--- src/rtl/pwr_guard_pkg.sv ---
package pwr_guard_pkg;
  typedef enum logic [2:0] {
    PG_IDLE    = 3'd0,
    PG_DEBOUNCE = 3'd1,
    PG_ON      = 3'd2,
    PG_BLANK   = 3'd3,
    PG_OVOFF   = 3'd4,
    PG_LATCHED = 3'd5
  } pg_state_e;
endpackage

--- src/rtl/pg_interval.sv ---
module pg_interval #(
  parameter int LEN = 4
) (
  input  logic clk,
  input  logic rst_n,
  input  logic run,
  output logic done
);
  localparam int W = (LEN > 1) ? $clog2(LEN) : 1;
  localparam logic [W-1:0] LAST = W'(LEN - 1);

  logic [W-1:0] cnt;

  // Counts consecutive cycles with run high; any low cycle restarts it.
  always_ff @(posedge clk or negedge rst_n) begin
    if (!rst_n)           cnt <= '0;
    else if (!run)        cnt <= '0;
    else if (cnt != LAST) cnt <= cnt + 1'b1;
  end

  assign done = run && (cnt == LAST);

  assert_count_bounded_R1: assert property (@(posedge clk) disable iff (!rst_n)
    cnt <= LAST);
endmodule

--- src/rtl/pg_fsm.sv ---
module pg_fsm
  import pwr_guard_pkg::*;
(
  input  logic      clk,
  input  logic      rst_n,
  input  logic      ov_flag,
  input  logic      uv_flag,
  input  logic      present,
  input  logic      deb_done,
  input  logic      blk_done,
  output logic      deb_run,
  output logic      blk_run,
  output pg_state_e state
);
  pg_state_e nxt;

  always_comb begin
    nxt = state;
    if (!present) nxt = PG_IDLE;
    else begin
      unique case (state)
        PG_IDLE:     nxt = PG_DEBOUNCE;
        PG_DEBOUNCE: if (ov_flag) nxt = PG_OVOFF;
                     else if (deb_done) nxt = PG_ON;
        PG_ON:       if (ov_flag) nxt = PG_OVOFF;
                     else if (uv_flag) nxt = PG_BLANK;
        PG_BLANK:    if (ov_flag) nxt = PG_OVOFF;
                     else if (!uv_flag) nxt = PG_ON;
                     else if (blk_done) nxt = PG_LATCHED;
        PG_OVOFF:    if (!ov_flag) nxt = PG_DEBOUNCE;
        PG_LATCHED:  nxt = PG_LATCHED;
        default:     nxt = PG_IDLE;
      endcase
    end
  end

  always_ff @(posedge clk or negedge rst_n) begin
    if (!rst_n) state <= PG_IDLE;
    else        state <= nxt;
  end

  assign deb_run = (state == PG_DEBOUNCE) && !ov_flag && !uv_flag && present;
  assign blk_run = (state == PG_BLANK) && uv_flag && !ov_flag && present;

  assert_idle_on_absent_R8: assert property (@(posedge clk) disable iff (!rst_n)
    !present |=> state == PG_IDLE);
  assert_latch_holds_R5: assert property (@(posedge clk) disable iff (!rst_n)
    (state == PG_LATCHED) && present |=> state == PG_LATCHED);
  assert_on_via_debounce_R1: assert property (@(posedge clk) disable iff (!rst_n)
    (state == PG_IDLE) |=> state inside {PG_IDLE, PG_DEBOUNCE});
  assert_ov_leaves_on_R2: assert property (@(posedge clk) disable iff (!rst_n)
    ov_flag && present && (state inside {PG_DEBOUNCE, PG_ON, PG_BLANK}) |=> state == PG_OVOFF);
  assert_latch_needs_uv_R5: assert property (@(posedge clk) disable iff (!rst_n)
    (state == PG_BLANK) && !uv_flag |=> state != PG_LATCHED);
endmodule

--- src/rtl/pwr_guard_seq.sv ---
module pwr_guard_seq
  import pwr_guard_pkg::*;
#(
  parameter int DEB_CYCLES = 2_500_000,
  parameter int BLK_CYCLES = 2_500_000
) (
  input  logic       clk,
  input  logic       rst_n,
  input  logic       ov_flag,
  input  logic       uv_flag,
  input  logic       present,
  input  logic       swover,
  output logic       main_en,
  output logic       batt_en,
  output logic [2:0] state_o
);
  pg_state_e state;
  logic deb_run, blk_run, deb_done, blk_done;

  pg_interval #(.LEN(DEB_CYCLES)) u_deb (
    .clk(clk), .rst_n(rst_n), .run(deb_run), .done(deb_done));

  pg_interval #(.LEN(BLK_CYCLES)) u_blk (
    .clk(clk), .rst_n(rst_n), .run(blk_run), .done(blk_done));

  pg_fsm u_fsm (
    .clk(clk), .rst_n(rst_n), .ov_flag(ov_flag), .uv_flag(uv_flag),
    .present(present), .deb_done(deb_done), .blk_done(blk_done),
    .deb_run(deb_run), .blk_run(blk_run), .state(state));

  // Overvoltage gates the enable without waiting for the state register.
  assign main_en = ((state == PG_ON) || (state == PG_BLANK)) && !swover && !ov_flag;
  assign batt_en = swover;
  assign state_o = state;

  assert_ov_kills_main_R2: assert property (@(posedge clk) disable iff (!rst_n)
    ov_flag |-> !main_en);
  assert_swover_main_off_R6: assert property (@(posedge clk) disable iff (!rst_n)
    swover |-> !main_en);
  assert_main_only_on_R9: assert property (@(posedge clk) disable iff (!rst_n)
    main_en |-> (state_o == 3'd2 || state_o == 3'd3));
endmodule

--- config.mk ---
export PLATFORM = sky130hd
export DESIGN_NAME = pwr_guard_seq
export DESIGN_NICKNAME = d
export VERILOG_FILES = /design/src/rtl/pwr_guard_pkg.sv /design/src/rtl/pg_interval.sv /design/src/rtl/pg_fsm.sv /design/src/rtl/pwr_guard_seq.sv
export SDC_FILE = /design/constraint.sdc
export NUM_CORES = 1
export LEC_CHECK = 0
export BUFFER_PORTS_ARGS = -buffer_cell sky130_fd_sc_hd__buf_2
export CORE_MARGIN = 2
export CORE_UTILIZATION = 60
export CTS_BUF_LIST = sky130_fd_sc_hd__clkbuf_4 sky130_fd_sc_hd__clkbuf_8 sky130_fd_sc_hd__clkbuf_16
export CTS_CLUSTER_SIZE = 12
export DETAILED_ROUTE_END_ITERATION = 16
export PLACE_DENSITY = 0.81
export SETUP_SLACK_MARGIN = 0.1
export SYNTH_ARGS = -nofsm -noshare
export SYNTH_HDL_FRONTEND = slang
export SYNTH_SLANG_ARGS = --single-unit
export TNS_END_PERCENT = 30
--- constraint.sdc ---
create_clock -name clk -period 5.82 [get_ports clk]
set_input_delay 1.164 -clock clk [delete_from_list [all_inputs] [get_ports clk]]
set_output_delay 1.164 -clock clk [all_outputs]
set_load 0.03 [all_outputs]
; ---- Word level (Yosys, flattened, before mapping)
; Cells that the tools add are included.
[classes]
n_addsub = 2
mul = 0
n_div = 0
n_lt_le_gt_ge = 0
eq_ne = 15
shift = 0
mux = 14
bitwise = 0
n_reduce_logical = 16
[op_table]
columns = cell, n
row1 = 22-bit 2-to-1 mux, 4
row2 = 22-bit by 1-bit adder with 22-bit output (second input constant), 2
row3 = 22-bit == test (second input constant), 2
row4 = 22-bit inequality test (second input constant), 2
row5 = 3-bit 2-to-1 mux, 9
row6 = 3-bit case mux with 6 select lines, 1
row7 = 1-bit logical AND, 10
row8 = 4-bit inequality test (second input constant), 2
row9 = 3-bit by 2-bit == test with 1-bit output (second input constant), 2
row10 = 3-bit == test (second input constant), 2
row11 = 5-bit inequality test (second input constant), 1
row12 = 2-bit inequality test (second input constant), 2
row13 = 4-bit AND reduction, 1
row14 = 3-bit by 1-bit == test with 1-bit output (second input constant), 1
row15 = 1-bit zero test, 3
row16 = 3-bit zero test, 1
row17 = 3-bit inequality test (second input constant), 1
row18 = 1-bit logical OR, 1
[totals]
register_bits = 47
latchBits = 0
ramBits = 0
mem_bits_ro = 0
word_cells = 50
n_memories = 0

; ---- Logic depth before layout (Yosys ltp)
; Gate-level depths: netlist (run 1).
[depth]
word_depth = 10
depth_mapped = 7

; ---- Cells and area by module
; A second synthesis (run 1) with hierarchy kept.
[unflattened]
hier_cells = 299
area_unflattened_um2 = 2737.6
[by_module_without_submodules]
columns = mod, n_inst, cells_each, area_each_um2, seq_area_each_um2
row1 = pg_interval, 2, 134, 1233.7, 550.5
row2 = pg_fsm, 1, 29, 247.7, 75.1
row3 = pwr_guard_seq, 1, 2, 22.5, 0.0

; ---- Worst setup path after synthesis (run 1)
; OpenSTA, ideal clock, no wires.
[synth_path]
path_kind = in2out
start = input port ov_flag
end = output port main_en
arrival_time_ns = 1.898
required_ns = 4.656
path_slack_ns = 2.758
path_stages = 3
n_path_buf = 0
cell_sequence = nor2_1 > nand2_1 > nor2_1
[synth_via]
elab_chain_cells = 2
[synth_rtl]
columns = element, line_no
row1 = from (decl), pwr_guard_seq.sv:9  ; input logic ov_flag,
row2 = 1-bit zero test, -
row3 = 1-bit logical AND, pwr_guard_seq.sv:32  ; assign main_en = ((state == PG_ON) || (state == PG_BLANK)) && !swover && !ov_flag;
row4 = to (decl), pwr_guard_seq.sv:13  ; output logic main_en,
; Every way passes these cells.

; ---- Worst setup path in the final report (run 1)
; Ends and elaborated chain as after synthesis.

==> results of run 1 <==
## cells in the mapped netlist (5+ instances only)
| library cell | count |
|---|---|
| xor2_1 | 15 |
| nand3_1 | 20 |
| nand4_1 | 9 |
| o21ai_0 | 11 |
| clkbuf_1 | 6 |
| xnor2_1 | 15 |
| nor3_1 | 10 |
| and4_1 | 5 |
| nor2b_1 | 5 |
| and3_1 | 7 |
| a21oi_1 | 16 |
| inv_1 | 8 |
| nor2_1 | 39 |
| nand2_1 | 16 |
| or3_1 | 8 |
| dfrtp_1 | 47 |
## layout make-up
type / count / area share, %
sequential: 47 / 43.78
tap: 50 / 2.329
timing repair buffer: 10 / 1.863
clock buffer: 6 / 2.841
multi-input combinational: 210 / 47.79
inverter: 10 / 1.397
## per-layer routing
layer | part of all wire (%) | global-route usage (%) | vias to the layer above
met4 | 1.8 | 7.843 | 0
met2 | 44 | 32.37 | 37
li1 | - | - | 977
met3 | 3.2 | 3.947 | 8
met5 | 0 | 0 | -
met1 | 51 | 31.37 | 936
## logic make-up after synthesis
| family | count (synthesis) | synth area share [%] |
|---|---|---|
| AOI/OAI and AO/OA | 40 | 9.956 |
| xor gates and xnor gates | 30 | 10.35 |
| adders and majority gates | 2 | 0.9855 |
| buffers and inverters | 18 | 3.105 |
| DFF | 47 | 46.33 |
| muxes | 2 | 0.7886 |
| and+or+nand+nor | 136 | 28.49 |
## cell usage in the layout, fill, tap and decap left out, types with 3 or more instances in the layout
cell	instances
nand4_1	9
and4_1	5
nor3_1	10
nand3_1	20
and3_1	7
nand2_1	16
buf_2	10
a21oi_1	16
nor2b_1	5
o21ai_0	11
o21a_1	4
or3_1	8
xnor2_1	15
nor2_1	39
clkbuf_8	5
dfrtp_1	47
and2_1	4
xor2_1	15
inv_1	8
nor4_1	3
## where the power goes
part	internal, mW	switching [mW]
clock	0.0849	0.100
combinational	0.0317	0.0574
sequential	0.333	0.0138
total	0.450	0.171
## state kept, by name (all words and copies together) (netlist names)
| register | cells |
|---|---|
| u_deb.cnt | 22 |
| u_blk.cnt | 22 |
| u_fsm.state | 3 |
## path summary, 6_finish.rpt
path	startpoint	to
worst max-delay path	ov_flag	main_en
worst min-delay path	u_blk.cnt[4]	u_blk.cnt[4]
worst max register to register	u_fsm.state[2]	u_fsm.state[2]
worst min register to register	u_blk.cnt[4]	u_blk.cnt[4]
max in group asynchronous	rst_n	u_blk.cnt[19]
min in group asynchronous	rst_n	u_blk.cnt[13]
## stage by stage
step | util (%) | instance area [µm²] | cells
5_1_grt | 66.68 | 2686 | 333
6_report | 66.68 | 2686 | 333
3_5_place_dp | 64.78 | 2610 | 327
2_1_floorplan | - | 2539 | 275
3_3_place_gp | 64.78 | 2610 | 327
4_1_cts | 66.68 | 2686 | 333
==> results_dict.tcl, run 1 <==
set metrics [dict create \
    rsz0062_at_grt "false" \
    path_buf_inv 2 \
    fin_skew_ps 8.313 \
    antenna_cells 0 \
    drive_gt1_share_pct 8.834 \
    chipHeight_um 69.05 \
    area_delta_synth_final_pct 5.816 \
    clkTransAtPathRegs_ps 70 \
    nFillCells 346 \
    fmax_mhz 316.3 \
    startpoint_type "input pin" \
    yosysWarnings 0 \
    layout_min_cycle_time_ps 3162 \
    drv_cap 0 \
    synth_top_cell_area_share_pct 46.33 \
    finalCritPeriodShare_pct 54.32 \
    tns_ps 0 \
    ys_types 41 \
    critPathSlowestCell "nor2_1" \
    required_ps 4660 \
    power_mw 0.6212 \
    antenna_found_initial 0 \
    p_leak_nw 1.060 \
    clock_latency_ps 300 \
    drcViolationCount 0 \
    clock-sinks 47 \
    avgRoutedWirePerCell_um 14.14 \
    fin_nets 292 \
    powerDensity_nw_per_um2 231.2 \
    finalWirelength_um 4707 \
    synthCells 275 \
    synth.avg_cell_area_um2 9.232 \
    min_path_type "reg -> reg" \
    slew_violations 0 \
    endpoint_kind "primary output" \
    hold_violations 0 \
    synthFlopType "dfrtp_1" \
    synth_edf_count 0 \
    htreeDepth 2 \
    port_buffers 10 \
    hold_depth 1 \
    clock_path_buffers 2 \
    crit_type "in -> out" \
    reg2regPathDepth 4 \
    drtPass1Iterations 4 \
    grt_usage_pct 21.56 \
    path_delay_family "simple AND/OR/NAND/NOR gates" \
    start_util_pct 63.01 \
    tightest_slew_ps 1037 \
    status "finished, final reports clean" \
    holdBufCountCts 0 \
    synth_area_leaders "dfrtp_1, nor2_1, xnor2_1" \
    yosys.area.top_type "dfrtp_1" \
    cts_setup_buffers 0 \
    setup_violations 0 \
    grt_overflow 0 \
    slowest_delay_ps 330 \
    place_hpwl_um 3257 \
    grt_max_degree 48 \
    rrSetupSlack_ps 3450 \
    path_depth 5 \
    die_width_um 69.05 \
    cp_cell_sequence "buf_2 -> nor2_1 -> nand2_1 -> nor2_1 -> buf_2" \
    clock-root-buffer "clkbuf_8" \
    irDropWorstVdd_uv 196.7 \
    via_per_inst 5.880 \
    grt_pass1_wl_um 8452 \
    vias 1958 \
    ff_latch_area_um2 1176 \
    dieArea_um2 4767 \
    yosysSeqAreaShare_pct 46.33 \
    numCtsBuffers 5 \
    ys_ff_latch 47 \
    cts_tree "yes" \
    drtAntennaViolNets 0 \
    async_flop_share_pct 100.0 \
    rows 23 \
    multi_input_area_um2 1284 \
    setup_slack_ps 2658 \
    coreArea_um2 4029 \
    syn_area_um2 2539 \
    hold_ws_ps 525.8 \
    syn_nets 283 \
    dp_slack_ps 2564 \
    cts_resized 0 \
    io_pins 11 \
    drt-initial-drc-count 76 \
    max-slew-margin-rel_pct 30.84 \
    grt_pass1_vias 1877 \
    gp_congestion 0.8359 \
    crit_arrival_ps 2000 \
    path_max_fanout 7 \
]
Power figures use the tool's default switching activity.
==> run 2, diff against run 1 <==
CORE_UTILIZATION = 55   (was 60)
PLACE_DENSITY = 0.78   (was 0.81)
clock period = 2.87 ns   (was 5.82 ns; I/O delays follow)
==> run 2 against run 1 <==
Compared with the run above: sequential power is 100% higher; die area is 8.6% higher; register-to-register slack worse by 2800 ps; highest routed layer unchanged; via count is 0.51% lower; sequential share of layout area is 1.0 points lower.
==> results_dict.tcl, run 2 (synthesis results as in run 1) <==
set metrics [dict create \
    grt_usage_pct 20.82 \
    hold_violations 0 \
    crit_type "reg -> reg" \
    status "finished, final reports clean" \
    setup_slack_ps 653.3 \
    rsz0062_at_grt "false" \
    cts_setup_buffers 0 \
    setup_violations 0 \
    fin_skew_ps 6.048 \
    coreArea_um2 4414 \
    antenna_found_initial 0 \
    start_util_pct 57.51 \
    clock_path_buffers 2 \
    via_per_inst 5.729 \
    power.internal_mw 1.007 \
    endpoint_kind "flip-flop" \
    port_buffers 10 \
    drcViolationCount 0 \
    slew_violations 0 \
    rows 24 \
    avgRoutedWirePerCell_um 13.71 \
    chipHeight_um 71.94 \
    dieArea_um2 5175 \
    pwr-share-clk_pct 35.2 \
    layout_min_cycle_time_ps 2217 \
    drv_cap 0 \
    clkTransAtPathRegs_ps 80 \
    grt_max_degree 36 \
    grt_overflow 0 \
    cts_tree "yes" \
    ff_latch_area_um2 1176 \
    place_hpwl_um 3144 \
    dp_slack_ps 636.3 \
    path_max_fanout 10 \
    drtAntennaViolNets 0 \
    finalWirelength_um 4662 \
    power.net_switching_mw 0.3509 \
    numCtsBuffers 5 \
    cts_resized 0 \
    area_delta_synth_final_pct 8.280 \
    antenna_cells 0 \
    fin_nets 296 \
    max-slew-margin-rel_pct 55.38 \
    drive_gt1_share_pct 10.42 \
    power_frac_comb_pct 13.0 \
    place_inst 333 \
    tightest_slew_ps 663.7 \
    vias 1948 \
    hold_ws_ps 148.4 \
    grt_pass1_wl_um 8549 \
    io_pins 11 \
    crit_arrival_ps 2410 \
    final_common_cell "dfrtp_1" \
    die_width_um 71.94 \
    irDropWorstVdd_uv 297.7 \
    p_leak_nw 1.092 \
    drtPass1Iterations 4 \
    multi_input_area_um2 1284 \
    drt-initial-drc-count 97 \
    startpoint_type "flip-flop" \
    nFillCells 383 \
    rrSetupSlack_ps 650 \
    seqPwrFrac_pct 51.8 \
    finalCritPeriodShare_pct 77.24 \
    clock-root-buffer "clkbuf_8" \
    clock-sinks 47 \
    htreeDepth 2 \
    layout_common_cells "dfrtp_1, nor2_1, nand3_1" \
    min_path_type "in -> async" \
    required_ps 3060 \
    p_sw_share_pct 25.84 \
    gp_congestion 0.8140 \
    final_cells 340 \
    powerDensity_nw_per_um2 494.0 \
    final_core_util_pct 62.27 \
    fmax_mhz 451.1 \
    largestRegisters "u_blk.cnt x22, u_deb.cnt x22, u_fsm.state x3" \
    clock_latency_ps 300 \
    tns_ps 0 \
    holdBufCountCts 0 \
    grt_pass1_vias 1912 \
]
-- run 2: cell types whose count changed in the layout (fill, tap and decap cells not counted), sizes merged --
cell,change
buf,+4
bufinv,+1
-- run 2: cell type report --
cell class                 count  share of cell area [%]
timing repair buffer          14                   2.913
tap                           52                   2.367
clock buffer                   6                   2.777
sequential                    47                   42.79
clock inverter                 1                   1.092
multi-input combinational    210                   46.70
inverter                      10                   1.365
-- run 2: metrics by stage --
step	instance area, µm²	total power, mW
6_report	2749	1.358
5_1_grt	2749	1.424
4_1_cts	2749	1.375
3_5_place_dp	2643	0.8942
3_3_place_gp	2643	0.8909
2_1_floorplan	2539	0.8390
-- run 2: worst max-delay path, stage by stage, from the launching register on --
cell	delay, ps
dfrtp_1	400
or4b_1	550
nor4b_2	270
and4b_1	520
a21oi_2	100
a211o_1	270
-- run 2: power by group through the flow --
| stage | logic (mW) | registers, mW | clock network, mW |
|---|---|---|---|
| floorplan | 0.107 | 0.732 | 0 |
| global placement | 0.175 | 0.716 | 0 |
| detailed placement | 0.179 | 0.715 | 0 |
| CTS | 0.179 | 0.703 | 0.493 |
| global route | 0.199 | 0.706 | 0.519 |
| finish | 0.176 | 0.704 | 0.478 |
-- run 2: worst paths after layout --
| path | from | endpoint | cells after the start |
|---|---|---|---|
| max in group asynchronous | rst_n | u_blk.cnt[4] | 2 |
| min reg2reg | u_blk.cnt[4] | u_blk.cnt[4] | 1 |
| max reg2reg | u_deb.cnt[19] | u_fsm.state[0] | 5 |
| max | u_deb.cnt[19] | u_fsm.state[0] | 5 |
| min in group clk | u_blk.cnt[4] | u_blk.cnt[4] | 1 |
| min | rst_n | u_blk.cnt[11] | 1 |
-- run 2: routing by layer --
metal  wire length (µm)  GRT usage [%]  vias up
li1                   -              -      982
met1               2317          28.43      924
met2               2093          33.02       33
met3                155          4.167        9
met4                 96          8.176        0
met5                  0              0        -
